$ cat config.mk
export PLATFORM = sky130hd
export DESIGN_NAME = ctrl_reg_slave
export DESIGN_NICKNAME = d
export VERILOG_FILES = /design/src/rtl/ctrl_reg_pkg.sv /design/src/rtl/bus_sampler.sv /design/src/rtl/link_engine.sv /design/src/rtl/reg_bank.sv /design/src/rtl/ctrl_reg_slave.sv
export SDC_FILE = /design/constraint.sdc
export NUM_CORES = 1
export LEC_CHECK = 0
export BUFFER_PORTS_ARGS = -buffer_cell sky130_fd_sc_hd__buf_4
export CORE_AREA = 10 10 141 208
export DETAILED_ROUTE_END_ITERATION = 8
export DIE_AREA = 0 0 151 218
export GPL_ROUTABILITY_DRIVEN = 0
export PLACE_DENSITY = 0.5
export SLEW_MARGIN = 5
export SYNTH_ARGS = -nofsm -noshare
export SYNTH_HDL_FRONTEND = slang
export SYNTH_SLANG_ARGS = --single-unit
$ cat constraint.sdc
create_clock -name clk -period 2.8 [get_ports clk]
set_input_delay 0.56 -clock clk [delete_from_list [all_inputs] [get_ports clk]]
set_output_delay 0.56 -clock clk [all_outputs]
set_load 0.05 [all_outputs]
$ cat src/rtl/ctrl_reg_pkg.sv
package ctrl_reg_pkg;
  localparam int DW = 9;
  localparam int AW = 7;
  localparam logic [AW-1:0] SRST_INDEX = 7'h0F;

  typedef enum logic [2:0] {
    LS_IDLE, LS_DEV, LS_WR, LS_ACK, LS_RD, LS_RACK, LS_SKIP
  } link_state_t;

  function automatic logic [DW-1:0] power_on_value(input int idx);
    case (idx)
      0, 1:    return 9'h097;
      2, 3:    return 9'h079;
      4:       return 9'h00A;
      5:       return 9'h008;
      6:       return 9'h09F;
      default: return 9'h000;
    endcase
  endfunction

  function automatic logic [7:0] readback_byte(input logic [DW-1:0] v,
                                               input logic [1:0] idx);
    case (idx)
      2'd0:    return v[7:0];
      2'd1:    return {7'b0, v[8]};
      default: return 8'h00;
    endcase
  endfunction
endpackage

$ cat src/rtl/bus_sampler.sv
module bus_sampler #(
  parameter int STAGES = 2
) (
  input  logic clk,
  input  logic rst_n,
  input  logic scl_i,
  input  logic sda_i,
  output logic scl_s,
  output logic sda_s,
  output logic scl_rise,
  output logic scl_fall,
  output logic start_det,
  output logic stop_det
);
  localparam int LAST = STAGES - 1;

  logic [LAST:0] scl_sh, sda_sh;
  logic scl_q, sda_q;

  always_ff @(posedge clk or negedge rst_n) begin
    if (!rst_n) begin
      scl_sh <= '1;
      sda_sh <= '1;
      scl_q  <= 1'b1;
      sda_q  <= 1'b1;
    end else begin
      scl_sh <= {scl_sh[LAST-1:0], scl_i};
      sda_sh <= {sda_sh[LAST-1:0], sda_i};
      scl_q  <= scl_sh[LAST];
      sda_q  <= sda_sh[LAST];
    end
  end

  assign scl_s     = scl_sh[LAST];
  assign sda_s     = sda_sh[LAST];
  assign scl_rise  = scl_s & ~scl_q;
  assign scl_fall  = ~scl_s & scl_q;
  assign start_det = scl_s & scl_q & sda_q & ~sda_s;
  assign stop_det  = scl_s & scl_q & ~sda_q & sda_s;
endmodule

$ cat src/rtl/link_engine.sv
module link_engine
  import ctrl_reg_pkg::*;
(
  input  logic          clk,
  input  logic          rst_n,
  input  logic          scl_s,
  input  logic          sda_s,
  input  logic          scl_rise,
  input  logic          scl_fall,
  input  logic          start_det,
  input  logic          stop_det,
  input  logic [AW-1:0] dev_addr,
  input  logic [DW-1:0] rd_data,
  output logic [AW-1:0] ptr,
  output logic          wr_en,
  output logic [DW-1:0] wr_data,
  output logic          sda_oe
);
  link_state_t state;
  logic [7:0] shreg;
  logic [3:0] bit_cnt;
  logic [1:0] wr_phase;
  logic [1:0] rd_idx;
  logic       is_read, commit, nack, hi_bit;
  logic [7:0] lo_byte, tx_byte, tx_next;
  logic [1:0] rd_idx_next;

  assign rd_idx_next = (rd_idx == 2'd3) ? rd_idx : rd_idx + 2'd1;
  assign tx_byte     = readback_byte(rd_data, rd_idx);
  assign tx_next     = readback_byte(rd_data, rd_idx_next);
  assign wr_data     = {hi_bit, lo_byte};

  always_ff @(posedge clk or negedge rst_n) begin
    if (!rst_n) begin
      state    <= LS_IDLE;
      shreg    <= '0;
      bit_cnt  <= '0;
      wr_phase <= '0;
      rd_idx   <= '0;
      is_read  <= 1'b0;
      commit   <= 1'b0;
      nack     <= 1'b0;
      hi_bit   <= 1'b0;
      lo_byte  <= '0;
      ptr      <= '0;
      wr_en    <= 1'b0;
      sda_oe   <= 1'b0;
    end else begin
      wr_en <= 1'b0;
      if (start_det) begin
        state    <= LS_DEV;
        bit_cnt  <= '0;
        wr_phase <= '0;
        commit   <= 1'b0;
        sda_oe   <= 1'b0;
      end else if (stop_det) begin
        state  <= LS_IDLE;
        commit <= 1'b0;
        sda_oe <= 1'b0;
      end else begin
        case (state)
          LS_DEV, LS_WR: begin
            if (scl_rise) begin
              shreg   <= {shreg[6:0], sda_s};
              bit_cnt <= bit_cnt + 4'd1;
            end else if (scl_fall && bit_cnt == 4'd8) begin
              bit_cnt <= '0;
              if (state == LS_DEV) begin
                if (shreg[7:1] == dev_addr) begin
                  sda_oe  <= 1'b1;
                  state   <= LS_ACK;
                  is_read <= shreg[0];
                  rd_idx  <= '0;
                end else begin
                  state <= LS_SKIP;
                end
              end else begin
                sda_oe <= 1'b1;
                state  <= LS_ACK;
                if (wr_phase == 2'd0) begin
                  ptr      <= shreg[7:1];
                  hi_bit   <= shreg[0];
                  wr_phase <= 2'd1;
                end else if (wr_phase == 2'd1) begin
                  lo_byte  <= shreg;
                  commit   <= 1'b1;
                  wr_phase <= 2'd2;
                end
              end
            end
          end
          LS_ACK: begin
            if (scl_fall) begin
              bit_cnt <= '0;
              if (commit) begin
                wr_en  <= 1'b1;
                commit <= 1'b0;
              end
              if (is_read) begin
                state  <= LS_RD;
                sda_oe <= ~tx_byte[7];
              end else begin
                state  <= LS_WR;
                sda_oe <= 1'b0;
              end
            end
          end
          LS_RD: begin
            if (scl_rise) begin
              bit_cnt <= bit_cnt + 4'd1;
            end else if (scl_fall) begin
              if (bit_cnt == 4'd8) begin
                sda_oe <= 1'b0;
                state  <= LS_RACK;
              end else begin
                sda_oe <= ~tx_byte[3'(4'd7 - bit_cnt)];
              end
            end
          end
          LS_RACK: begin
            if (scl_rise) begin
              nack <= sda_s;
            end else if (scl_fall) begin
              if (nack) begin
                state <= LS_SKIP;
              end else begin
                state   <= LS_RD;
                bit_cnt <= '0;
                rd_idx  <= rd_idx_next;
                sda_oe  <= ~tx_next[7];
              end
            end
          end
          default: ;
        endcase
      end
    end
  end

  AST_ACK_ON_LINE: assert property (@(posedge clk) disable iff (!rst_n)
    (state == LS_ACK && scl_rise) |-> !sda_s);
  AST_DRIVE_SCL_LOW: assert property (@(posedge clk) disable iff (!rst_n)
    $rose(sda_oe) |-> !scl_s);
  AST_COMMIT_AFTER_ACK: assert property (@(posedge clk) disable iff (!rst_n)
    wr_en |-> $past(state == LS_ACK));
endmodule

$ cat src/rtl/reg_bank.sv
module reg_bank
  import ctrl_reg_pkg::*;
#(
  parameter int REG_COUNT  = 10,
  parameter int LINK_LIMIT = 4
) (
  input  logic                    clk,
  input  logic                    rst_n,
  input  logic                    wr_en,
  input  logic [AW-1:0]           wr_addr,
  input  logic [DW-1:0]           wr_data,
  input  logic [AW-1:0]           rd_addr,
  output logic [DW-1:0]           rd_data,
  output logic [REG_COUNT*DW-1:0] regs_o
);
  localparam logic [AW-1:0] TOP_INDEX = AW'(REG_COUNT);

  logic [DW-1:0] regs [REG_COUNT];
  logic [REG_COUNT*DW-1:0] dflt_vec;
  logic srst;

  assign srst = wr_en && (wr_addr == SRST_INDEX);

  for (genvar g = 0; g < REG_COUNT; g++) begin : g_reg
    localparam logic [AW-1:0] SELF   = AW'(g);
    localparam logic [AW-1:0] MATE   = AW'(g ^ 1);
    localparam bit            LINKED = (g < LINK_LIMIT);
    logic hit;

    assign hit = wr_en && ((wr_addr == SELF) ||
                 (LINKED && (wr_addr == MATE) && wr_data[DW-1]));

    always_ff @(posedge clk or negedge rst_n) begin
      if (!rst_n)     regs[g] <= power_on_value(g);
      else if (srst)  regs[g] <= power_on_value(g);
      else if (hit)   regs[g] <= wr_data;
    end

    assign regs_o[g*DW +: DW]   = regs[g];
    assign dflt_vec[g*DW +: DW] = power_on_value(g);

    if (LINKED) begin : g_link_chk
      AST_LINK_MATCH: assert property (@(posedge clk) disable iff (!rst_n)
        (wr_en && wr_addr == SELF && wr_data[DW-1]) |=> regs[g] == regs[g ^ 1]);
    end
  end

  always_comb begin
    rd_data = '0;
    for (int k = 0; k < REG_COUNT; k++)
      if (rd_addr == AW'(k)) rd_data = regs[k];
  end

  AST_UNIMPL_IGNORED: assert property (@(posedge clk) disable iff (!rst_n)
    (wr_en && wr_addr >= TOP_INDEX && !srst) |=> $stable(regs_o));
  AST_SRST_DEFAULTS: assert property (@(posedge clk) disable iff (!rst_n)
    srst |=> regs_o == dflt_vec);
endmodule

$ cat src/rtl/ctrl_reg_slave.sv
module ctrl_reg_slave
  import ctrl_reg_pkg::*;
#(
  parameter int            REG_COUNT   = 10,
  parameter int            LINK_LIMIT  = 4,
  parameter int            SYNC_STAGES = 2,
  parameter logic [AW-1:0] DEV_BASE    = 7'h1A
) (
  input  logic                    clk,
  input  logic                    rst_n,
  input  logic                    scl_i,
  input  logic                    sda_i,
  output logic                    sda_oe,
  input  logic                    addr_sel,
  output logic [REG_COUNT*DW-1:0] regs_o
);
  logic scl_s, sda_s, scl_rise, scl_fall, start_det, stop_det;
  logic wr_en;
  logic [AW-1:0] ptr, dev_addr;
  logic [DW-1:0] wr_data, rd_data;

  assign dev_addr = {DEV_BASE[AW-1:1], addr_sel};

  bus_sampler #(.STAGES(SYNC_STAGES)) u_sampler (
    .clk(clk), .rst_n(rst_n), .scl_i(scl_i), .sda_i(sda_i),
    .scl_s(scl_s), .sda_s(sda_s), .scl_rise(scl_rise), .scl_fall(scl_fall),
    .start_det(start_det), .stop_det(stop_det)
  );

  link_engine u_engine (
    .clk(clk), .rst_n(rst_n), .scl_s(scl_s), .sda_s(sda_s),
    .scl_rise(scl_rise), .scl_fall(scl_fall),
    .start_det(start_det), .stop_det(stop_det),
    .dev_addr(dev_addr), .rd_data(rd_data), .ptr(ptr),
    .wr_en(wr_en), .wr_data(wr_data), .sda_oe(sda_oe)
  );

  reg_bank #(.REG_COUNT(REG_COUNT), .LINK_LIMIT(LINK_LIMIT)) u_bank (
    .clk(clk), .rst_n(rst_n), .wr_en(wr_en), .wr_addr(ptr),
    .wr_data(wr_data), .rd_addr(ptr), .rd_data(rd_data), .regs_o(regs_o)
  );
endmodule

==> impl_metrics.toml, run 1 <==
[outcome]
status = "completed"

[synth]
syn_nets = 712
synth_ff_type = "dfrtp_1"
syn-instance-count = 705
synth_cell_types = 73
synth_seq_area_share_pct = 49.1
yosys.area.top_type = "dfrtp_1"
netlist.area_leader.share_pct = 36.0
yosys_warnings = 0
synth_seq_cells = 136
syn_area_um2 = 7030
async_reset_ff_share_pct = 100
synth_edf_count = 0
synthTopCellsByArea = "dfrtp_1, dfstp_2, mux2i_1"
syn_avg_cell_area_um2 = 9.97

[clocking]
cts-root-buf = "clkbuf_16"
holdBufCountCts = 0
ctsResizeCount = 0
clock-sinks = 136
cts-buffers-inserted = 17
htree_levels = 4
clk_latency_ns = 0.44
clock_path_buffers = 2
tritoncts = "built"
clk_pin_slew_worst_paths_ns = 0.06
cts_setup_buffers = 0

[floorplanning]
die_area_um2 = 32900
coreArea_um2 = 25600
pin_count = 96
initial_core_util_pct = 27.5
die_y_um = 218
fp.dieW_um = 151
std_cell_rows = 72

[global_routing]
gr-total-overflow = 0
grt_max_degree = 55
antenna_found_initial = 0
grt_pass1_wl_mm = 37.9
grt_use_total_pct = 15.3
grt_pass1_vias = 5926

[worst_setup_path]
cp-start-kind = "flop"
cp-end-kind = "flop"
crit_type = "flop to flop"
cp.arrival_ns = 2.85
required_ns = 3.11
crit_fanout = 9

[pwr]
p_comb_share_pct = 12.0
pwr-share-clk_pct = 45.9
p_int_mw = 3.94
seq_power_share_pct = 42.1
peakVddDrop_uv = 451
p_leak_nw = 3.94
power-per-cell-area_nw_per_um2 = 615
p_switching_mw = 1.45
swShare_pct = 26.9

[sta]
finalSetupTns_ns = 0
max-slew-margin-rel_pct = 52.0
fmax_mhz = 395
setup_ws_ns = 0.267
worst_pin_slew_ns = 0.720
rsz0062_at_grt = "no"
drv_slew = 0
hold_viol_final = 0
period_share_pct = 90.5
setup_violations = 0
min_period_ns = 2.53
finalClockSkew_ns = 0.00808

[placed_design]
pre_cts_ws_ns = 0.318
dp.cells = 1106
numPortBuffers = 95
dp_hpwl_mm = 18.4

[run]
max_cap_violations = 0

[layout]
layout_commonest_cell = "nand2_1"
layout_common_cells = "nand2_1, buf_4, dfrtp_1"
layout.nets = 799
layout.cells.non_filler = 1138
area_growth_pct = 24.6
final_core_util_pct = 34.2
drive_above_1_share_pct = 27.7
antenna_cells = 0

[routing]
wire_per_inst_um = 21.8
drc_errors = 0
drt_iter0_drc = 668
vias = 5781
routed_wl_mm = 24.8
vias_per_cell = 5.08
postRouteAntennaNets = 0
firstDrtPassIters = 5

[worst_hold_path]
hold_path_class = "input port to asynchronous set/reset pin"
## metrics by stage
step	power [mW]	instance area, um2	hold WS (ns)
3_5_place_dp	2.95	8100	0.347
4_1_cts	5.43	8750	0.110
2_1_floorplan	2.71	7030	0.264
3_3_place_gp	2.94	8100	0.346
5_1_grt	5.62	8750	0.129
6_report	5.39	8750	0.0993
## synth_stat cells, drive strengths merged (3+ instances only)
master / count
nor2b: 9
and2b: 3
nor4: 4
a21oi: 46
a31oi: 3
dfstp: 35
mux4: 3
mux2: 30
o31ai: 5
or3: 3
o211ai: 4
inv: 9
nor3: 18
o32ai: 3
dfrtp: 101
nand4: 4
mux2i: 69
nand2b: 8
and2: 3
and3: 3
clkbuf: 15
nand3: 18
buf: 30
o221ai: 3
a21o: 3
o21ai: 26
nor2: 62
nand3b: 10
a221oi: 5
a2bb2oi: 3
nand2: 126
## worst max-delay path, cell delays in order (launching register included)
cell     delay (ns)
dfrtp_1        0.44
inv_1          0.18
ha_1           0.20
nand2_1        0.06
nor2_1         0.25
nand2_1        0.15
or4_1          0.74
mux2_1         0.40
## cell type report
class	count	area, um2
inverters	10	37.5
multi-input cells	514	3310
clock inverters	11	169
repair buffers	113	890
fillers	2663	16800
well taps	333	417
clock buffers	21	480
flip-flops and latches	136	3450
## worst paths after layout
| check | slack, ns | end | cells after the start | start |
|---|---|---|---|---|
| setup / recovery | 0.27 | u_engine.ptr[1] | 7 | u_engine.bit_cnt[0] |
| hold / removal | 0.1 | u_engine.nack | 1 | rst_n |
| setup reg to reg | 0.27 | u_engine.ptr[1] | 7 | u_engine.bit_cnt[0] |
| hold reg to reg | 0.36 | u_sampler.sda_sh[1] | 0 | u_sampler.sda_sh[0] |
| max in group asynchronous | 1.90 | u_bank.regs_o[30] | 2 | rst_n |
| min in group clk | 0.23 | u_sampler.sda_sh[0] | 1 | sda_i |
## sequential cells by signal (all words and copies together), names as in the netlist, 2 cells and up
name and flops:
u_engine.bit_cnt 4, u_engine.ptr 7, u_engine.lo_byte 8, u_sampler.scl_sh 2, u_bank.regs_o 90, u_engine.wr_phase 2, u_engine.state 3, u_engine.rd_idx 2
u_engine.shreg 8, u_sampler.sda_sh 2
## logic make-up (layout without fill, tap and decap cells)
family,Yosys count,count (layout),synth area share [%]
xor+xnor,3,3,0.374
flops,136,136,49.1
mux,102,102,15.6
compound gates,127,127,11.7
fa+ha+maj,3,3,0.499
buf+inv,55,155,3.90
simple gates,279,279,18.9
## power by group through the flow
stage	logic, mW	registers [mW]	clock network, mW
after floorplan	0.489	2.22	0
after global placement	0.645	2.30	0
after detailed placement	0.650	2.30	0
after CTS	0.651	2.27	2.51
after global routing	0.734	2.29	2.59
final	0.649	2.27	2.47
## layer usage
metal | GRT usage (%) | vias up | wire length, um
met5 | 0 | - | 0
met4 | 8.27 | 0 | 1190
met3 | 3.57 | 53 | 1170
met2 | 26.1 | 193 | 12600
met1 | 17.2 | 2869 | 9760
li1 | - | 2666 | -
(Power assumes the default switching activity.)
==> run 2, diff against run 1 <==
--- a/config.mk
+++ b/config.mk
@@ -6,9 +6,9 @@
 export NUM_CORES = 1
 export LEC_CHECK = 0
 export BUFFER_PORTS_ARGS = -buffer_cell sky130_fd_sc_hd__buf_4
-export CORE_AREA = 10 10 141 208
+export CORE_AREA = 2 2 193 138
 export DETAILED_ROUTE_END_ITERATION = 8
-export DIE_AREA = 0 0 151 218
+export DIE_AREA = 0 0 195 140
 export GPL_ROUTABILITY_DRIVEN = 0
 export PLACE_DENSITY = 0.5
 export SLEW_MARGIN = 5
==> run 2 against run 1 <==
Combinational power is 8.8% higher. Critical path type unchanged. Cell count is 0.53% higher. Sequential share of layout area hardly changed. First-iteration DRC count is 25% lower. Highest routed layer unchanged. Critical path depth stayed put. Register-to-register slack better by 0.03 ns. Clock power is 8% lower. Fmax is 1.4% higher. Setup slack better by 0.034 ns. Utilization is 0.27 points higher.
==> impl_metrics.toml, run 2 (synthesized netlist as in run 1, its figures left out) <==
[global_routing]
grt_max_degree = 49
busiest_layer = "met1"
gr-usage-met1_pct = 28.7
use_met2_pct = 23.9
grt_use_met3_pct = 3.68
antenna_found_initial = 0
grt_use_total_pct = 17.9
grt_pass1_vias = 5628
grt_pass1_wl_mm = 36.5
gr-total-overflow = 0

[worst_setup_path]
required_ns = 3.10
crit_fanout = 9
cp.arrival_ns = 2.80
cpPeakStageDelay_ns = 0.74
crit_type = "flop to flop"
cp-end-kind = "flop"
slowest_stage = "or4_1"
cp_common_cell = "nand2_1"
path_cells = "inv_1 > ha_1 > nand2_1 > nor2_1 > nand2_1 > or4_1 > mux2_1"
cp-start-kind = "flop"

[sta]
hold_viol_final = 0
rsz0062_at_grt = "no"
worst_pin_slew_ns = 0.695
drv_slew = 0
period_share_pct = 89.2
fmax_mhz = 400
setup_ws_ns = 0.301
max-slew-margin-rel_pct = 53.7
min_period_ns = 2.50
finalClockSkew_ns = 0.00981
setup_violations = 0
finalSetupTns_ns = 0

[clocking]
clock-sinks = 136
htree_levels = 4
holdBufCountCts = 0
ctsResizeCount = 0
cts-root-buf = "clkbuf_16"
clock_path_buffers = 2
cts_setup_buffers = 0
cts-buffers-inserted = 17
tritoncts = "built"
clk_pin_slew_worst_paths_ns = 0.06
clk_latency_ns = 0.43

[floorplanning]
std_cell_rows = 49
initial_core_util_pct = 27.7
die_area_um2 = 27300
pin_count = 96
coreArea_um2 = 25400
fp.dieW_um = 195
die_y_um = 140

[routing]
routed_wl_mm = 24.0
postRouteAntennaNets = 0
drt_iter0_drc = 501
drc_errors = 0
firstDrtPassIters = 8
vias_per_cell = 5.15
vias = 5892
wire_per_inst_um = 21.0

[placed_design]
pre_cts_ws_ns = 0.310
numPortBuffers = 95
placed_cell_area_um2 = 8160
dp_hpwl_mm = 17.5

[layout]
layout.nets = 807
largest_reg_flops = 90
drive_above_1_share_pct = 28.3
area_growth_pct = 24.6
final_core_util_pct = 34.5
layout_commonest_cell = "nand2_1"
antenna_cells = 0
layout_common_cells = "nand2_1, buf_4, dfrtp_1"
final_area_um2 = 8750

[outcome]
status = "completed"

[pwr]
pwr-share-clk_pct = 43.5
power-per-cell-area_nw_per_um2 = 598
p_int_mw = 3.71
p_switching_mw = 1.52
p_comb_share_pct = 13.5
swShare_pct = 29.1
peakVddDrop_uv = 428
p_total_mw = 5.23
p_leak_nw = 3.94
seq_power_share_pct = 43.0

[run]
max_cap_violations = 0

[worst_hold_path]
hold_path_class = "input port to asynchronous set/reset pin"
run 2: changes by cell type in the layout (fill, tap and decap cells not counted), sizes merged:
cell | previous run | this run
buf | 113 | 121
bufinv | 4 | 2
clkbuf | 21 | 19
clkinvlp | 1 | 3
inv | 9 | 11
run 2: critical path, delay by kind of cell, from the launching register on:
kind,cells,cell delay [ns]
muxes,1,0.39
DFF,1,0.46
buffers and inverters,1,0.19
and+or+nand+nor,4,1.13
adders and majority gates,1,0.20
run 2: path summary, 6_finish.rpt:
path / from / endpoint / slack (ns) / depth (start not counted)
min in group clk: sda_i / u_sampler.sda_sh[0] / 0.24 / 1
min reg2reg: u_sampler.sda_sh[0] / u_sampler.sda_sh[1] / 0.36 / 0
min: rst_n / u_bank.regs_o[66] / 0.06 / 1
max reg2reg: u_engine.bit_cnt[0] / u_engine.ptr[0] / 0.30 / 7
max in group asynchronous: rst_n / u_bank.regs_o[30] / 2.00 / 2
max: u_engine.bit_cnt[0] / u_engine.ptr[0] / 0.30 / 7
run 2: power groups by stage:
| stage | Clock [mW] | Combinational, mW | Sequential (mW) |
|---|---|---|---|
| 2_1_floorplan | 0 | 0.489 | 2.22 |
| 3_5_place_dp | 0 | 0.687 | 2.28 |
| 4_1_cts | 2.31 | 0.696 | 2.25 |
| 3_3_place_gp | 0 | 0.695 | 2.28 |
| 5_1_grt | 2.40 | 0.784 | 2.27 |
| 6_report | 2.28 | 0.706 | 2.25 |
run 2: cell type report:
cell class,count,area [um2]
Clock inverter,13,148
Inverter,10,37.5
Timing Repair Buffer,121,950
Fill cell,2618,16600
Clock buffer,19,443
Sequential cell,136,3450
Multi-Input combinational cell,514,3310
Tap cell,331,414
run 2: through the flow:
step | cells | hold slack, ns
6_report | 1144 | 0.0552
5_1_grt | 1144 | 0.0769
4_1_cts | 1144 | 0.0614
3_5_place_dp | 1112 | 0.347
3_3_place_gp | 1112 | 0.349
2_1_floorplan | 705 | 0.264
run 2: metal layers:
| metal | wire length, um | vias to the layer above |
|---|---|---|
| li1 | - | 2692 |
| met1 | 12500 | 2958 |
| met2 | 9790 | 229 |
| met3 | 1570 | 13 |
| met4 | 204 | 0 |
| met5 | 0 | - |
